### src/rtl/regalu_pkg.sv
`timescale 1ns/1ps
package regalu_pkg;

    localparam int WORD_W    = 16;
    localparam int OPC_W     = 6;
    localparam int REG_IDX_W = 5;
    localparam int NUM_REGS  = 1 << REG_IDX_W;
    localparam int FLAG_W    = 6;

    // Operation codes taken from word bits 15:10
    localparam logic [OPC_W-1:0] OPC_ADD = 6'b000011;
    localparam logic [OPC_W-1:0] OPC_ADC = 6'b000111;
    localparam logic [OPC_W-1:0] OPC_SUB = 6'b000110;
    localparam logic [OPC_W-1:0] OPC_SBC = 6'b000010;
    localparam logic [OPC_W-1:0] OPC_CP  = 6'b000101;
    localparam logic [OPC_W-1:0] OPC_CPC = 6'b000001;
    localparam logic [OPC_W-1:0] OPC_AND = 6'b001000;
    localparam logic [OPC_W-1:0] OPC_OR  = 6'b001010;
    localparam logic [OPC_W-1:0] OPC_EOR = 6'b001001;

    typedef enum logic [1:0] {
        UNIT_ADD   = 2'd0,
        UNIT_SUB   = 2'd1,
        UNIT_LOGIC = 2'd2
    } unit_e;

    typedef enum logic [1:0] {
        LFN_AND = 2'd0,
        LFN_OR  = 2'd1,
        LFN_XOR = 2'd2
    } logic_fn_e;

    typedef struct packed {
        logic      legal;
        unit_e     unit;
        logic_fn_e lfn;
        logic      use_carry;
        logic      keep_z;
        logic      writeback;
    } alu_ctl_t;

    // Packed so that c lands on bit 0 and h on bit 5
    typedef struct packed {
        logic h;
        logic s;
        logic v;
        logic n;
        logic z;
        logic c;
    } sreg_t;

    function automatic alu_ctl_t decode_opc(input logic [OPC_W-1:0] opc);
        alu_ctl_t ctl;
        ctl           = '0;
        ctl.unit      = UNIT_ADD;
        ctl.lfn       = LFN_AND;
        ctl.legal     = 1'b1;
        ctl.writeback = 1'b1;
        case (opc)
            OPC_ADD: ctl.unit = UNIT_ADD;
            OPC_ADC: begin ctl.unit = UNIT_ADD; ctl.use_carry = 1'b1; end
            OPC_SUB: ctl.unit = UNIT_SUB;
            OPC_SBC: begin
                ctl.unit = UNIT_SUB; ctl.use_carry = 1'b1; ctl.keep_z = 1'b1;
            end
            OPC_CP:  begin ctl.unit = UNIT_SUB; ctl.writeback = 1'b0; end
            OPC_CPC: begin
                ctl.unit = UNIT_SUB; ctl.use_carry = 1'b1; ctl.keep_z = 1'b1;
                ctl.writeback = 1'b0;
            end
            OPC_AND: begin ctl.unit = UNIT_LOGIC; ctl.lfn = LFN_AND; end
            OPC_OR:  begin ctl.unit = UNIT_LOGIC; ctl.lfn = LFN_OR;  end
            OPC_EOR: begin ctl.unit = UNIT_LOGIC; ctl.lfn = LFN_XOR; end
            default: begin ctl.legal = 1'b0; ctl.writeback = 1'b0; end
        endcase
        return ctl;
    endfunction

    function automatic logic [REG_IDX_W-1:0] dst_field(input logic [WORD_W-1:0] w);
        return {w[8], w[7:4]};
    endfunction

    function automatic logic [REG_IDX_W-1:0] src_field(input logic [WORD_W-1:0] w);
        return {w[9], w[3:0]};
    endfunction

endpackage

### src/rtl/regalu_decode.sv
`timescale 1ns/1ps
module regalu_decode
    import regalu_pkg::*;
(
    input  logic [WORD_W-1:0]    word,
    output alu_ctl_t             ctl,
    output logic [REG_IDX_W-1:0] dst_idx,
    output logic [REG_IDX_W-1:0] src_idx
);
    always_comb begin
        ctl     = decode_opc(word[WORD_W-1 -: OPC_W]);
        dst_idx = dst_field(word);
        src_idx = src_field(word);
    end
endmodule

### src/rtl/regalu_regbank.sv
`timescale 1ns/1ps
module regalu_regbank
    import regalu_pkg::*;
#(
    parameter int DATA_W = 8,
    parameter int NREGS  = NUM_REGS
) (
    input  logic                         clk,
    input  logic                         rst,
    input  logic [$clog2(NREGS)-1:0]     rd_a_idx,
    input  logic [$clog2(NREGS)-1:0]     rd_b_idx,
    input  logic [$clog2(NREGS)-1:0]     rd_x_idx,
    output logic [DATA_W-1:0]            rd_a,
    output logic [DATA_W-1:0]            rd_b,
    output logic [DATA_W-1:0]            rd_x,
    input  logic                         wb_en,
    input  logic [$clog2(NREGS)-1:0]     wb_idx,
    input  logic [DATA_W-1:0]            wb_data,
    input  logic                         xw_en,
    input  logic [$clog2(NREGS)-1:0]     xw_idx,
    input  logic [DATA_W-1:0]            xw_data
);
    localparam int IDX_W = $clog2(NREGS);

    logic [DATA_W-1:0] regs [NREGS];

    // One register per entry; write-back has priority over the external port
    for (genvar i = 0; i < NREGS; i++) begin : g_entry
        always_ff @(posedge clk) begin
            if (rst) begin
                regs[i] <= '0;
            end else if (wb_en && wb_idx == IDX_W'(i)) begin
                regs[i] <= wb_data;
            end else if (xw_en && xw_idx == IDX_W'(i)) begin
                regs[i] <= xw_data;
            end
        end
    end

    // Three independent 32-way selectors
    always_comb begin
        rd_a = regs[rd_a_idx];
        rd_b = regs[rd_b_idx];
        rd_x = regs[rd_x_idx];
    end
endmodule

### src/rtl/regalu_core.sv
`timescale 1ns/1ps
module regalu_core
    import regalu_pkg::*;
#(
    parameter int DATA_W = 8
) (
    input  alu_ctl_t          ctl,
    input  logic [DATA_W-1:0] op_a,
    input  logic [DATA_W-1:0] op_b,
    input  sreg_t             flags_in,
    output logic [DATA_W-1:0] result,
    output sreg_t             flags_out
);
    localparam int MSB    = DATA_W - 1;
    localparam int HALF_W = 4;

    logic              cin;
    logic [DATA_W:0]   add_full;
    logic [DATA_W:0]   sub_full;
    logic [HALF_W:0]   add_low;
    logic [HALF_W:0]   sub_low;
    logic [DATA_W-1:0] logic_res;
    logic              zero_res;

    always_comb begin
        cin      = ctl.use_carry & flags_in.c;
        add_full = {1'b0, op_a} + {1'b0, op_b} + {{DATA_W{1'b0}}, cin};
        sub_full = {1'b0, op_a} - {1'b0, op_b} - {{DATA_W{1'b0}}, cin};
        add_low  = {1'b0, op_a[HALF_W-1:0]} + {1'b0, op_b[HALF_W-1:0]}
                 + {{HALF_W{1'b0}}, cin};
        sub_low  = {1'b0, op_a[HALF_W-1:0]} - {1'b0, op_b[HALF_W-1:0]}
                 - {{HALF_W{1'b0}}, cin};

        case (ctl.lfn)
            LFN_OR:  logic_res = op_a | op_b;
            LFN_XOR: logic_res = op_a ^ op_b;
            default: logic_res = op_a & op_b;
        endcase

        flags_out = flags_in;
        case (ctl.unit)
            UNIT_ADD: begin
                result      = add_full[DATA_W-1:0];
                flags_out.c = add_full[DATA_W];
                flags_out.h = add_low[HALF_W];
                flags_out.v = (op_a[MSB] == op_b[MSB]) && (result[MSB] != op_a[MSB]);
            end
            UNIT_SUB: begin
                result      = sub_full[DATA_W-1:0];
                flags_out.c = sub_full[DATA_W];
                flags_out.h = sub_low[HALF_W];
                flags_out.v = (op_a[MSB] != op_b[MSB]) && (result[MSB] != op_a[MSB]);
            end
            default: begin
                result      = logic_res;
                flags_out.v = 1'b0;
            end
        endcase

        zero_res    = (result == '0);
        flags_out.n = result[MSB];
        flags_out.s = flags_out.n ^ flags_out.v;
        flags_out.z = ctl.keep_z ? (zero_res & flags_in.z) : zero_res;
    end
endmodule

### src/rtl/regalu_exec.sv
`timescale 1ns/1ps
module regalu_exec
    import regalu_pkg::*;
#(
    parameter int DATA_W = 8
) (
    input  logic                  clk,
    input  logic                  rst,
    input  logic                  insn_valid,
    input  logic [15:0]           insn_word,
    input  logic                  ext_we,
    input  logic [4:0]            ext_waddr,
    input  logic [DATA_W-1:0]     ext_wdata,
    input  logic [4:0]            ext_raddr,
    output logic [DATA_W-1:0]     ext_rdata,
    output logic [5:0]            status
);
    alu_ctl_t             ctl;
    logic [REG_IDX_W-1:0] dst_idx;
    logic [REG_IDX_W-1:0] src_idx;
    logic [DATA_W-1:0]    op_a;
    logic [DATA_W-1:0]    op_b;
    logic [DATA_W-1:0]    alu_res;
    sreg_t                flags_q;
    sreg_t                flags_nx;
    logic                 exec_en;
    logic                 wb_en;

    regalu_decode u_decode (
        .word    (insn_word),
        .ctl     (ctl),
        .dst_idx (dst_idx),
        .src_idx (src_idx)
    );

    assign exec_en = insn_valid && ctl.legal;
    assign wb_en   = exec_en && ctl.writeback;

    regalu_regbank #(.DATA_W(DATA_W), .NREGS(NUM_REGS)) u_bank (
        .clk      (clk),
        .rst      (rst),
        .rd_a_idx (dst_idx),
        .rd_b_idx (src_idx),
        .rd_x_idx (ext_raddr),
        .rd_a     (op_a),
        .rd_b     (op_b),
        .rd_x     (ext_rdata),
        .wb_en    (wb_en),
        .wb_idx   (dst_idx),
        .wb_data  (alu_res),
        .xw_en    (ext_we),
        .xw_idx   (ext_waddr),
        .xw_data  (ext_wdata)
    );

    regalu_core #(.DATA_W(DATA_W)) u_core (
        .ctl       (ctl),
        .op_a      (op_a),
        .op_b      (op_b),
        .flags_in  (flags_q),
        .result    (alu_res),
        .flags_out (flags_nx)
    );

    always_ff @(posedge clk) begin
        if (rst) begin
            flags_q <= '0;
        end else if (exec_en) begin
            flags_q <= flags_nx;
        end
    end

    assign status = flags_q;
endmodule

### config.mk
export PLATFORM = sky130hd
export DESIGN_NAME = regalu_exec
export DESIGN_NICKNAME = d
export VERILOG_FILES = /design/src/rtl/regalu_pkg.sv /design/src/rtl/regalu_decode.sv /design/src/rtl/regalu_regbank.sv /design/src/rtl/regalu_core.sv /design/src/rtl/regalu_exec.sv
export SDC_FILE = /design/constraint.sdc
export NUM_CORES = 1
export LEC_CHECK = 0
export BUFFER_PORTS_ARGS = -buffer_cell sky130_fd_sc_hd__buf_2
export CORE_ASPECT_RATIO = 2
export CORE_MARGIN = 2
export CORE_UTILIZATION = 50
export CTS_CLUSTER_DIAMETER = 200
export DETAILED_ROUTE_END_ITERATION = 10
export GPL_TIMING_DRIVEN = 0
export MAX_ROUTING_LAYER = met4
export PLACE_DENSITY = 0.74
export REMOVE_ABC_BUFFERS = 1
export SYNTH_ARGS = -nofsm -noshare
export SYNTH_HDL_FRONTEND = slang
export SYNTH_SLANG_ARGS = --single-unit
### constraint.sdc
create_clock -name clk -period 5.65 [get_ports clk]
set_input_delay 1.13 -clock clk [delete_from_list [all_inputs] [get_ports clk]]
set_output_delay 1.13 -clock clk [all_outputs]
set_load 0.02 [all_outputs]
==> impl_summary.txt <==
----------------------------------------------------
[Power and ir drop]
  Net switching power of the design ... 1.89 mW
  Share of total power in sequential cells ... 40.0%
  Lkg Pwr ... 7.07 nW
  Clock network power share ... 28.8%
  Total power of the final layout ... 5.68 mW
  Areal power density over the cells ... 271 nW/um2
  P_int ... 3.78 mW
  Peak VDD IR ... 0.196 mV
  Switching Fraction ... 33.3%
  Logic gate share of total power ... 31.2%

[Detailed routing]
  Vias per inst ... 7.85
  Average wire per cell in the routed design ... 35.6 um
  Vias after detailed routing ... 15,300
  Post-Route WL ... 69,600 um
  1st-iter DRT viols ... 2,505
  Residual DRC count ... 0
  Number of detailed-routing iterations run before antenna repair ... 6
  Remaining antenna violation count after routing ... 0

[Floorplan]
  Initial core utilization ... 50.4%
  Die Width ... 142 um
  Floorplan row count ... 101
  Core area ... 37,800 um2
  Die H ... 280 um
  I/O pin total ... 52
  Die area ... 39,800 um2

[Global route]
  Maximum number of pins on one net before global-route repair ... 60
  Global-route congestion overflow total ... 0
  Global-route wire length before repair ... 100,000 um
  Aggregate global-route resource usage ... 36.3%
  Initial antenna violation count ... 0
  Via count of the first global-routing pass ... 15,100

[Finish]
  Layout Area Growth over Synthesis ... 10.2%
  Post-layout util ... 55.5%
  Footprint of the flip-flops and latches ... 7810 um2
  Filler Cell Count ... 2,942
  Count of inserted antenna diode cells ... 0
  Area of all placed cells without fillers ... 21,000 um2
  Share of final-layout standard cells stronger than drive strength 1 ... 27.4%
  Multi-input combinational cell area ... 10,800 um2
  Final-stage net count ... 1,547

[Yosys]
  Mapped Area ... 19,000 um2
  Most instantiated library cell after synthesis ... sky130_fd_sc_hd__edfxtp_1
  Top_reg_cell synth ... sky130_fd_sc_hd__edfxtp_1
  Top cell types by occurrence after synthesis ... sky130_fd_sc_hd__edfxtp_1, sky130_fd_sc_hd__mux4_2, sky130_fd_sc_hd__nand2_1
  Warnings, synthesis ... 0
  Fraction of registers with async set or reset after synthesis ... 0%
  Library cell with the largest summed area after synthesis ... sky130_fd_sc_hd__edfxtp_1
  Synth unique cells ... 61
  Cell count after synthesis ... 1,501
  Number of synthesized register bits ... 262
  Sequential element share of the synthesized area ... 41.0%
  Mean instance size in the synthesized netlist ... 12.7 um2
  Biggest area contributors in the synthesized netlist ... sky130_fd_sc_hd__edfxtp_1, sky130_fd_sc_hd__mux4_2, sky130_fd_sc_hd__a22o_1
  Share of the synthesized area in the top cell type ... 40.4%
  Number of enable-type register cells in the synthesized netlist ... 256

[CTS]
  Clock sinks ... 262
  Library cell used as clock root buffer ... sky130_fd_sc_hd__clkbuf_16
  Clock insertion delay at the later pin of the skew report ... 570 ps
  CTS tree ... built
  Max Buffers Root-to-Sink ... 3
  Clock edge transition at the registers on the reported setup and hold paths ... 80 ps
  Clock buffer count from CTS ... 23
  Hold buffer count at cts ... 0
  CTS HTree Levels ... 1

[Worst setup path]
  Number of cells on the critical path ... 16
  Required time worst endpoint ... 5950 ps
  Category of the most critical setup path ... in2reg
  CP Launch Point ... insn_word[4]
  Arrival time at the worst endpoint ... 5820 ps
  Largest delay share family, worst path ... multiplexers
  CP Buf/Inv Count ... 6
  Critical-path maximum fanout ... 26
  Depth of the worst register-to-register path ... 14
  Kind of capture point of the worst setup path ... flip-flop
  CP Cell Sequence ... buf_12 -> buf_16 -> mux4_2 -> mux4_2 -> mux2i_2 -> inv_1 -> fa_1 -> ha_1 -> inv_1 -> o41ai_4 -> a41oi_2 -> mux2i_2 -> a221oi_4 -> buf_12 -> buf_16 -> o21ai_0
  Startpoint Class ... input port
  Critical Path Max Stage Delay ... 550 ps
  Worst-path cell with the longest stage delay ... sky130_fd_sc_hd__mux4_2
  Reg-to-reg critical path startpoint ... u_bank.regs[13][0]

[Timing]
  Post-route setup TNS ... 0 ps
  Final worst path period need ... 5520 ps
  Actual slew at the worst max-slew pin ... 1530 ps
  Highest achievable clock rate ... 181 MHz
  Worst Hold Margin ... 494 ps
  Worst Clk Skew ... 23.3 ps
  Final hold vios ... 0
  Share of the clock period used by the worst path ... 97.7%
  Count of pins over their slew limit ... 18
  RSZ-0062 raised after global routing ... false
  Final setup violation count ... 0
  Worst slew margin ... -1.88%

[Placement]
  Final weighted congestion of routability-driven global placement ... 1.00
  Instance area at placement ... 20,000 um2
  Detailed Place HPWL ... 49,400 um
  Port Buffers ... 51

[Worst hold path]
  Min-Delay Path Depth ... 2
  Source of the worst hold timing path ... status[3]
  Kind of path behind the tightest hold check ... reg2reg

[Run status]
  Violations in the final reports ... max-capacitance violations, max-slew violations
  Result of the run ... complete, but fails checks

[Flow run]
  Number of violations of the max-capacitance limit ... 2

----------------------------------------------------
[power by group through the flow]
stage	sequential, mW	clock (mW)	combinational (mW)
after detailed placement	2.31	0	1.59
after CTS	2.27	1.62	1.71
after global routing	2.28	1.68	1.83
after floorplan	2.28	0	0.848
after global placement	2.30	0	1.40
final	2.27	1.63	1.77
[tightest hold or removal path: stages (launching register included)]
cell and delay [ps]:
sky130_fd_sc_hd__dfxtp_1 310, sky130_fd_sc_hd__nor2_1 90, sky130_fd_sc_hd__nor3_1 50
[state kept, by name, summed over array words and instances, names as in the netlist]
signal,cells
u_bank.regs,256
status,6
[worst paths after layout]
path | slack (ps) | to
max reg2reg | 780 | u_bank.regs[26][7]
min | 490 | status[3]
max | 130 | u_bank.regs[26][7]
min reg2reg | 490 | status[3]
[logic make-up after synthesis]
group           after synthesis  share of synthesized area, %
compound gates              396                          15.0
simple gates                357                          8.02
mux                         268                          29.5
flops                       262                          41.0
buf+inv                     170                          3.50
fa+ha+maj                    34                          2.39
xor+xnor                     14                         0.644
[per-layer routing]
metal / global-route usage, % / up-vias / share of wire, % / routed length (um)
li1: - / 6070 / - / -
met1: 36.7 / 7489 / 28 / 19300
met2: 60.3 / 1365 / 51 / 35400
met3: 4.50 / 415 / 9.2 / 6420
met4: 33.3 / 0 / 12 / 8470
met5: - / - / 0 / 0
[what timing repair did]
action / in CTS / in global routing
gates resized for setup: 7 / 14
gates cloned: 2 / 0
setup buffers: 9 / 0
setup endpoints to repair: 133 / 65
pin swaps: 3 / 1
[cell type report]
class,count,area share (%)
clock inverter,11,0.513
tap,463,2.76
clock buffer,30,2.96
inverter,34,0.608
sequential,262,37.2
multi-input combinational,1069,51.7
timing repair buffer,85,4.25
[per-stage QoR]
stage                     std cells  setup slack (ps)
final                          1954               128
after global routing           1954              7.91
after CTS                      1954              15.0
after detailed placement       1902             -1280
after global placement         1879             -4590
after floorplan                1365              -116
[cells in the final DEF (no fill, tap or decap), drive strengths merged, types with 5 or more instances in the layout]
cell type and count:
xnor2 10, or3 5, nand3 8, mux2i 25, a21oi 36, nor2 82, nand2 202, mux4 233
o21bai 5, a221o 32, a211oi 31, mux2 10, and2 5, ha 30, nor3 9, dfxtp 6
buf 82, a22o 124, clkbuf 31, nor2b 11, inv 36, nand2b 19, o21ai 131, edfxtp 256
clkinv 7
Note: power is estimated with default switching activity, not from simulation.
